<file path="config.mk">
export PLATFORM = sky130hd
export DESIGN_NAME = periodic_tick_timer
export DESIGN_NICKNAME = d
export VERILOG_FILES = /design/src/rtl/tick_pkg.sv /design/src/rtl/tick_ctrl_reg.sv /design/src/rtl/tick_period_cnt.sv /design/src/rtl/tick_irq_out.sv /design/src/rtl/periodic_tick_timer.sv
export SDC_FILE = /design/constraint.sdc
export NUM_CORES = 1
export LEC_CHECK = 0
export BUFFER_PORTS_ARGS = -buffer_cell sky130_fd_sc_hd__buf_2
export CAP_MARGIN = 40
export CORE_MARGIN = 4
export CORE_UTILIZATION = 30
export DETAILED_ROUTE_END_ITERATION = 8
export SLEW_MARGIN = 20
export SYNTH_ARGS = -nofsm -noshare
export SYNTH_HDL_FRONTEND = slang
export SYNTH_SLANG_ARGS = --single-unit
</file>
<file path="constraint.sdc">
create_clock -name clk -period 1.75 [get_ports clk]
set_input_delay 0 -clock clk [delete_from_list [all_inputs] [get_ports clk]]
set_output_delay 0 -clock clk [all_outputs]
set_load 0.03 [all_outputs]
</file>
<file path="src/rtl/tick_pkg.sv">
// tick_pkg: types and defaults shared by the periodic tick generator.
// Assumes: nothing beyond the IEEE 1800-2017 language.
package tick_pkg;
    localparam int DEF_PERIOD_W = 7;

    typedef enum logic {
        CNT_IDLE = 1'b0,
        CNT_RUN  = 1'b1
    } cnt_state_e;
endpackage

</file>
<file path="src/rtl/tick_ctrl_reg.sv">
// tick_ctrl_reg: holds the control word (enable in the top bit, period value
// below it) and decodes each write into a load or a stop request.
// Assumes: wr_en is a single-cycle strobe synchronous to clk.
module tick_ctrl_reg #(
    parameter  int PERIOD_W = tick_pkg::DEF_PERIOD_W,
    localparam int REG_W    = PERIOD_W + 1
) (
    input  logic                clk,
    input  logic                rst_n,
    input  logic                wr_en,
    input  logic [REG_W-1:0]    wr_data,
    output logic [REG_W-1:0]    cfg_q,
    output logic                load_o,
    output logic                stop_o,
    output logic [PERIOD_W-1:0] load_val_o
);
    localparam int EN_BIT = PERIOD_W;

    // Store the written word verbatim for readback and later reloads.
    always_ff @(posedge clk) begin
        if (!rst_n) begin
            cfg_q <= '0;
        end else if (wr_en) begin
            cfg_q <= wr_data;
        end
    end

    // Decode the write: an enabling write restarts, any other write halts.
    always_comb begin
        load_o     = wr_en &  wr_data[EN_BIT];
        stop_o     = wr_en & ~wr_data[EN_BIT];
        load_val_o = wr_data[PERIOD_W-1:0];
    end
endmodule

</file>
<file path="src/rtl/tick_period_cnt.sv">
// tick_period_cnt: down-counter that measures N+1 reference strobes, flags the
// strobe that ends a period and reloads from the stored period value.
// Assumes: load and stop are never high together; a write in a cycle takes
// priority over a strobe sampled in that same cycle.
module tick_period_cnt #(
    parameter int PERIOD_W = tick_pkg::DEF_PERIOD_W
) (
    input  logic                clk,
    input  logic                rst_n,
    input  logic                ref_tick,
    input  logic                load,
    input  logic                stop,
    input  logic [PERIOD_W-1:0] load_val,
    input  logic [PERIOD_W-1:0] reload_val,
    output logic                running,
    output logic                expire
);
    import tick_pkg::*;

    cnt_state_e            state_q;
    logic [PERIOD_W-1:0]   cnt_q;
    logic                  at_zero;

    // Detect the strobe that closes the current period.
    always_comb begin
        at_zero = (cnt_q == '0);
        running = (state_q == CNT_RUN);
        expire  = running && ref_tick && at_zero && !load && !stop;
    end

    // Advance, reload, restart or stop the period counter.
    always_ff @(posedge clk) begin
        if (!rst_n) begin
            state_q <= CNT_IDLE;
            cnt_q   <= '0;
        end else if (load) begin
            state_q <= CNT_RUN;
            cnt_q   <= load_val;
        end else if (stop) begin
            state_q <= CNT_IDLE;
            cnt_q   <= '0;
        end else if (running && ref_tick) begin
            cnt_q   <= at_zero ? reload_val : cnt_q - 1'b1;
        end
    end
endmodule

</file>
<file path="src/rtl/tick_irq_out.sv">
// tick_irq_out: registers the period-end flag into a one-cycle interrupt.
// Assumes: expire is high for at most one cycle per sampled strobe.
module tick_irq_out (
    input  logic clk,
    input  logic rst_n,
    input  logic expire,
    output logic irq
);
    // Register the flag so the interrupt comes straight from a flop.
    always_ff @(posedge clk) begin
        if (!rst_n) begin
            irq <= 1'b0;
        end else begin
            irq <= expire;
        end
    end
endmodule

</file>
<file path="src/rtl/periodic_tick_timer.sv">
// periodic_tick_timer: top level of the programmable periodic tick interrupt.
// Wires the control word, the period counter and the interrupt register.
// Assumes: ref_tick is a one-cycle enable on clk; reset is synchronous.
module periodic_tick_timer #(
    parameter  int PERIOD_W = tick_pkg::DEF_PERIOD_W,
    localparam int REG_W    = PERIOD_W + 1
) (
    input  logic             clk,
    input  logic             rst_n,
    input  logic             ref_tick,
    input  logic             wr_en,
    input  logic [REG_W-1:0] wr_data,
    output logic [REG_W-1:0] rd_data,
    output logic             irq
);
    logic [REG_W-1:0]    cfg_q;
    logic                load_req;
    logic                stop_req;
    logic [PERIOD_W-1:0] load_val;
    logic                cnt_running;
    logic                cnt_expire;

    tick_ctrl_reg #(.PERIOD_W(PERIOD_W)) ctrl_i (
        .clk        (clk),
        .rst_n      (rst_n),
        .wr_en      (wr_en),
        .wr_data    (wr_data),
        .cfg_q      (cfg_q),
        .load_o     (load_req),
        .stop_o     (stop_req),
        .load_val_o (load_val)
    );

    tick_period_cnt #(.PERIOD_W(PERIOD_W)) cnt_i (
        .clk        (clk),
        .rst_n      (rst_n),
        .ref_tick   (ref_tick),
        .load       (load_req),
        .stop       (stop_req),
        .load_val   (load_val),
        .reload_val (cfg_q[PERIOD_W-1:0]),
        .running    (cnt_running),
        .expire     (cnt_expire)
    );

    tick_irq_out irq_i (
        .clk    (clk),
        .rst_n  (rst_n),
        .expire (cnt_expire),
        .irq    (irq)
    );

    // Expose the stored word for readback.
    always_comb rd_data = cfg_q;
endmodule

</file>
---- After elaboration in Yosys (flattened, before gate mapping) ----
Index checks and enable logic that the tools add are counted.
word-level totals
  bits in registers ....................... 17
  bits of input ports ..................... 12
  output and inout bits ................... 9
  word-level logic and storage cells ...... 23
cells by class
  add/sub/neg operators ................... 1
  multiplexer cells ....................... 6
  bitwise logic cells ..................... 3
  reductions and logical operators ........ 9
operators by type and width
  operator               count
  $mux W7                4
  $logic_not A7 Y1       1
  $sub A7 B1 Y7 const B  1
  $logic_and A1 B1 Y1    4
  $reduce_bool A3 Y1     1
  $and A1 B1 Y1          2
  $logic_not A1 Y1       2
  $mux W1                2
  $reduce_bool A2 Y1     1
  $not A1 Y1             1

---- Depth between registers and ports, before layout ----
  depth after elaboration ................. 5
  depth in mapped cells ................... 7

---- Cells and area by module ----
A second synthesis with hierarchy kept.
second synthesis, totals
  cell total of the unflattened synthesis .. 113
  area total of the unflattened synthesis .. 975.9 um2
modules (own cells, without submodules)
  module           times used  cells an instance  area each (um2)
  tick_period_cnt  1           77                 583.1
  tick_ctrl_reg    1           34                 366.6
  tick_irq_out     1           2                  26.3

---- Worst setup path after synthesis ----
OpenSTA, ideal clock, no wires.
  kind .................................... flip-flop to flip-flop
  start point ............................. reg cnt_i.cnt_q[0]
  end point ............................... reg cnt_i.cnt_q[4]
  library setup time ...................... 74 ps
  arrival time ............................ 1592 ps
  data required time ...................... 1676 ps
  setup slack ............................. 84 ps
  cell stages (with the launch flop) ...... 7
  buffers on the path ..................... 0
  path through ............................ dfxtp_1 inv_1 ha_1 or3b_2 a2111oi_0 o21ai_0 a31oi_1
between the ends
  cells in the longest elaborated chain, start to end .. 5
ends and longest elaborated chain
  item                                               line                                          text
  start, declared                                    tick_period_cnt.sv:21                         logic [PERIOD_W-1:0] cnt_q;
  start signal, assigned                             tick_period_cnt.sv:38                         cnt_q <= load_val;
  start signal, assigned                             tick_period_cnt.sv:43                         cnt_q <= at_zero ? reload_val : cnt_q - 1'b1;
  $sub A7 B1 Y7 or $logic_not A7 Y1 (tied branches)  tick_period_cnt.sv:43, tick_period_cnt.sv:26
  $mux W7 (*)                                        tick_period_cnt.sv:43
  $mux W7 (*)                                        tick_period_cnt.sv:42                         end else if (running && ref_tick) begin
  $mux W7 (*)                                        tick_period_cnt.sv:39                         end else if (stop) begin
  $mux W7 (*)                                        tick_period_cnt.sv:36                         end else if (load) begin
Every way passes the cells marked *; elsewhere a longest branch is shown, timed or not. The select of a mux whose other input is x is not followed.
A chain may end at the register's enable or synchronous reset.

---- Worst setup path after layout ----
  start point ............................. reg cnt_i.cnt_q[5]
  end point ............................... reg cnt_i.cnt_q[1]
between the ends
  cells in the longest elaborated chain, start to end .. 5
ends and longest elaborated chain
  item              line                   text
  $logic_not A7 Y1  tick_period_cnt.sv:26  at_zero = (cnt_q == '0);
  $mux W7           tick_period_cnt.sv:43
  $mux W7           tick_period_cnt.sv:42
  $mux W7           tick_period_cnt.sv:39
  $mux W7           tick_period_cnt.sv:36
No other way between the ends. The select of a mux whose other input is x is not followed.

==> results.md <==
* Status: completed
* Die width at ~63 µm
* Placed cell area at 1050 µm²
* Initial antenna violation count at 0
* Fill cells at 304
* Synth warn at 0
* Ports at 21
* Mux cell area share after synthesis at 14.3%
* Maximum VDD drop at 0.406 mV
* Placer Congestion at 0.816
* Total CTS buffers at 3
* Clk slew on worst S/H paths at 0.10 ns
* # setup viols final at 0
* Iter 0 DRT Violations at 26
* Post-CTS setup buffer count at 0
* Design Area, Final at 1170 µm²
* Largest area contributor in the synthesized netlist: dfxtp_1
* Std cell rows at 19
* Synth cell types at 34
* Power Dens Cells at 774 nW/µm²
* Dpl hpwl at around 1700 µm
* Core ar. at 2830 µm²
* Static leakage at approximately 0.55 nW
* Hold Vio Cnt, Final at 0
* Total wire length at 2260 µm
* Post-Syn Nets at 119
* Antenna-violating nets left at 0
* Synth Area in Adders at 2.76%
* Top cells by area, synth: dfxtp_1 38%, mux2i_1 14%, nor2_1 4.6%, a21oi_1 3.9%, nand2_1 3.7%
* First-pass GRT wire length at about 3800 µm
* Layout area overhead at 28.6%
* Hold Path Class: input port to register
* Clk sinks at 17
* Largest family of logic cells by synthesized area: simple AND/OR/NAND/NOR gates
* Final Max Tran Viols at 0
* Detailed-route via count at roughly 870
* CP Capture Type: register
* Post-synthesis sequential area ratio at between 30 and 40%
* Syn Inst Count at 105
* Drt drc at 0
* Die Ht at approximately 63 µm
* Overall Power at around 0.9 mW
* Xor-xnor portion of the synthesized cell area at 0.966%
* Routed vias/inst at 5.20
* Fmax at about 0.61 GHz
* Number of synthesized flops with an enable pin at 0
* Clk_lat worst skew at 0.30 ns
* Synth top area share at 37.5%
* Final Util at 41.2%
* CP Data Arrival Time at approximately 1.8 ns
* Post-synth ARST share at 0%
* Vias in the first global route at 866
* RSZ-0062 raised after global routing: true
* Wire length per cell at 13.5 µm
* R2R setup slack at 0.10 ns
* Max Root-Sink Buffers at 2
* Synth Area in Compound Gates at 15.2%
* Number of inserted diodes at 0
* Largest net degree at the start of global routing at 29
* Max-cap violations at 0
* Clk_skew at 0.00122 ns
* DR pass1 iterations at 4
* Initial Util at approximately a third
* Worst Tran Pin Value at 0.524 ns
* H-tree depth at 1
* Seq cells post-synth at 17
* Cell area after synthesis at 907 µm²
* Primary FF master, synth: dfxtp_1
* Critical path peak fanout at 6
* Crit share post-route at 94.0%
* Setup CP Type: register to register
* CTS tree: yes
* GRT Total Usage at approximately an eighth
* Clock Tree Root: clkbuf_4
* Crit-path max cell delay at 0.55 ns
* Crit-path slowest cell: or4_4
* Die area at 3970 µm²
* GRT overflow at 0
* Share of layout cells above drive strength 1 at around a quarter
* CP Cell Sequence: or4_4, or2_1, mux2i_1, a21oi_1
* CP Launch Type: register
* Final min period at 1.65 ns
* Port Buffers at 20
* Synth Area per Inst at 8.64 µm²
* Slew Limit Headroom at roughly 65%
* Worst path required time at 1.93 ns
* Post-synthesis simple-gate area fraction at 23.3%
* Nets at 151
[where the power goes]
part	total [mW]	internal (mW)	switching, mW
logic	0.255	0.118	0.137
clock network	0.219	0.0852	0.133
registers	0.429	0.412	0.0173
total	0.902	0.615	0.287
[metrics by stage]
stage	instances	setup TNS [ns]	setup WS (ns)	hold WS, ns
4_1_cts	167	0	0.0342	0.0572
2_1_floorplan	105	0	0.0839	0.138
5_1_grt	167	-0.0207	-0.0207	0.0800
3_3_place_gp	155	0	0.0825	0.250
6_report	167	0	0.104	0.0643
3_5_place_dp	155	0	0.0535	0.258
[layer usage]
layer / up-vias / share of wire, % / GRT usage (%)
met5: - / 0 / 0
met4: 0 / 2.1 / 6.61
met3: 5 / 3.3 / 1.80
met2: 25 / 48 / 21.3
met1: 400 / 46 / 13.5
li1: 438 / - / -
[final timing paths]
path | from | to | cells after the start
worst min-delay path | wr_data[7] | ctrl_i.cfg_q[7]$_SDFFE_PN0P_ | 3
worst max-delay path | cnt_i.cnt_q[5]$_SDFFE_PN0P_ | cnt_i.cnt_q[1]$_SDFFE_PN0P_ | 4
worst min register to register | cnt_i.running$_SDFFE_PN0P_ | cnt_i.running$_SDFFE_PN0P_ | 2
worst max register to register | cnt_i.cnt_q[5]$_SDFFE_PN0P_ | cnt_i.cnt_q[1]$_SDFFE_PN0P_ | 4
[cell usage in the layout (no fill, tap or decap), types with 2 or more instances in the layout]
cell type,n
a21oi_1,7
o211ai_1,3
inv_1,6
buf_2,20
mux2i_1,13
nand2_1,9
buf_4,5
dfxtp_1,17
nand2b_1,4
nand3_1,2
ha_1,2
dlygate4sd3_1,8
nor2_1,11
o21ai_0,3
clkbuf_4,3
nor2b_1,2
[cell usage after synthesis, drive strengths merged, types with 2 or more instances]
| library cell | number |
|---|---|
| nand3 | 2 |
| dfxtp | 17 |
| o211ai | 3 |
| inv | 6 |
| o21ai | 4 |
| nand2b | 4 |
| nor2 | 11 |
| or4 | 3 |
| mux2i | 13 |
| buf | 2 |
| clkbuf | 4 |
| nand2 | 9 |
| ha | 2 |
| nor2b | 2 |
| a21oi | 7 |
[sequential cells by signal, indices dropped and copies added (netlist names)]
register	count
ctrl_i.cfg_q	8
cnt_i.cnt_q	7
irq_i.irq	1
cnt_i.running	1
[worst max-delay path: cells and delay by family (launching register included)]
| family | cells | cell delay (ns) |
|---|---|---|
| mux | 1 | 0.19 |
| simple gates | 2 | 0.91 |
| compound gates | 1 | 0.08 |
| flops | 1 | 0.35 |
[area by class of cell]
| type | count | area (µm²) | share of cell area [%] |
|---|---|---|---|
| clock inverter | 1 | 5.00 | 0.429 |
| inverter | 6 | 22.5 | 1.93 |
| tap | 31 | 38.8 | 3.33 |
| timing repair buffer | 33 | 218 | 18.7 |
| clock buffer | 3 | 22.5 | 1.93 |
| multi-input combinational | 76 | 519 | 44.5 |
| sequential | 17 | 340 | 29.2 |
[kinds of logic (layout without fill, tap and decap cells)]
group / Yosys count / in the layout
buffers and inverters: 12 / 43
AOI/OAI and AO/OA: 21 / 21
and+or+nand+nor: 39 / 39
xor gates and xnor gates: 1 / 1
adders and majority gates: 2 / 2
DFF: 17 / 17
muxes: 13 / 13
[timing repair]
item / in CTS / in global routing
endpoints found under the hold margin: 8 / 0
setup endpoints to repair: 0 / 2
hold buffers: 8 / 0
resized for setup: 0 / 4
Power figures use the tool's default switching activity.
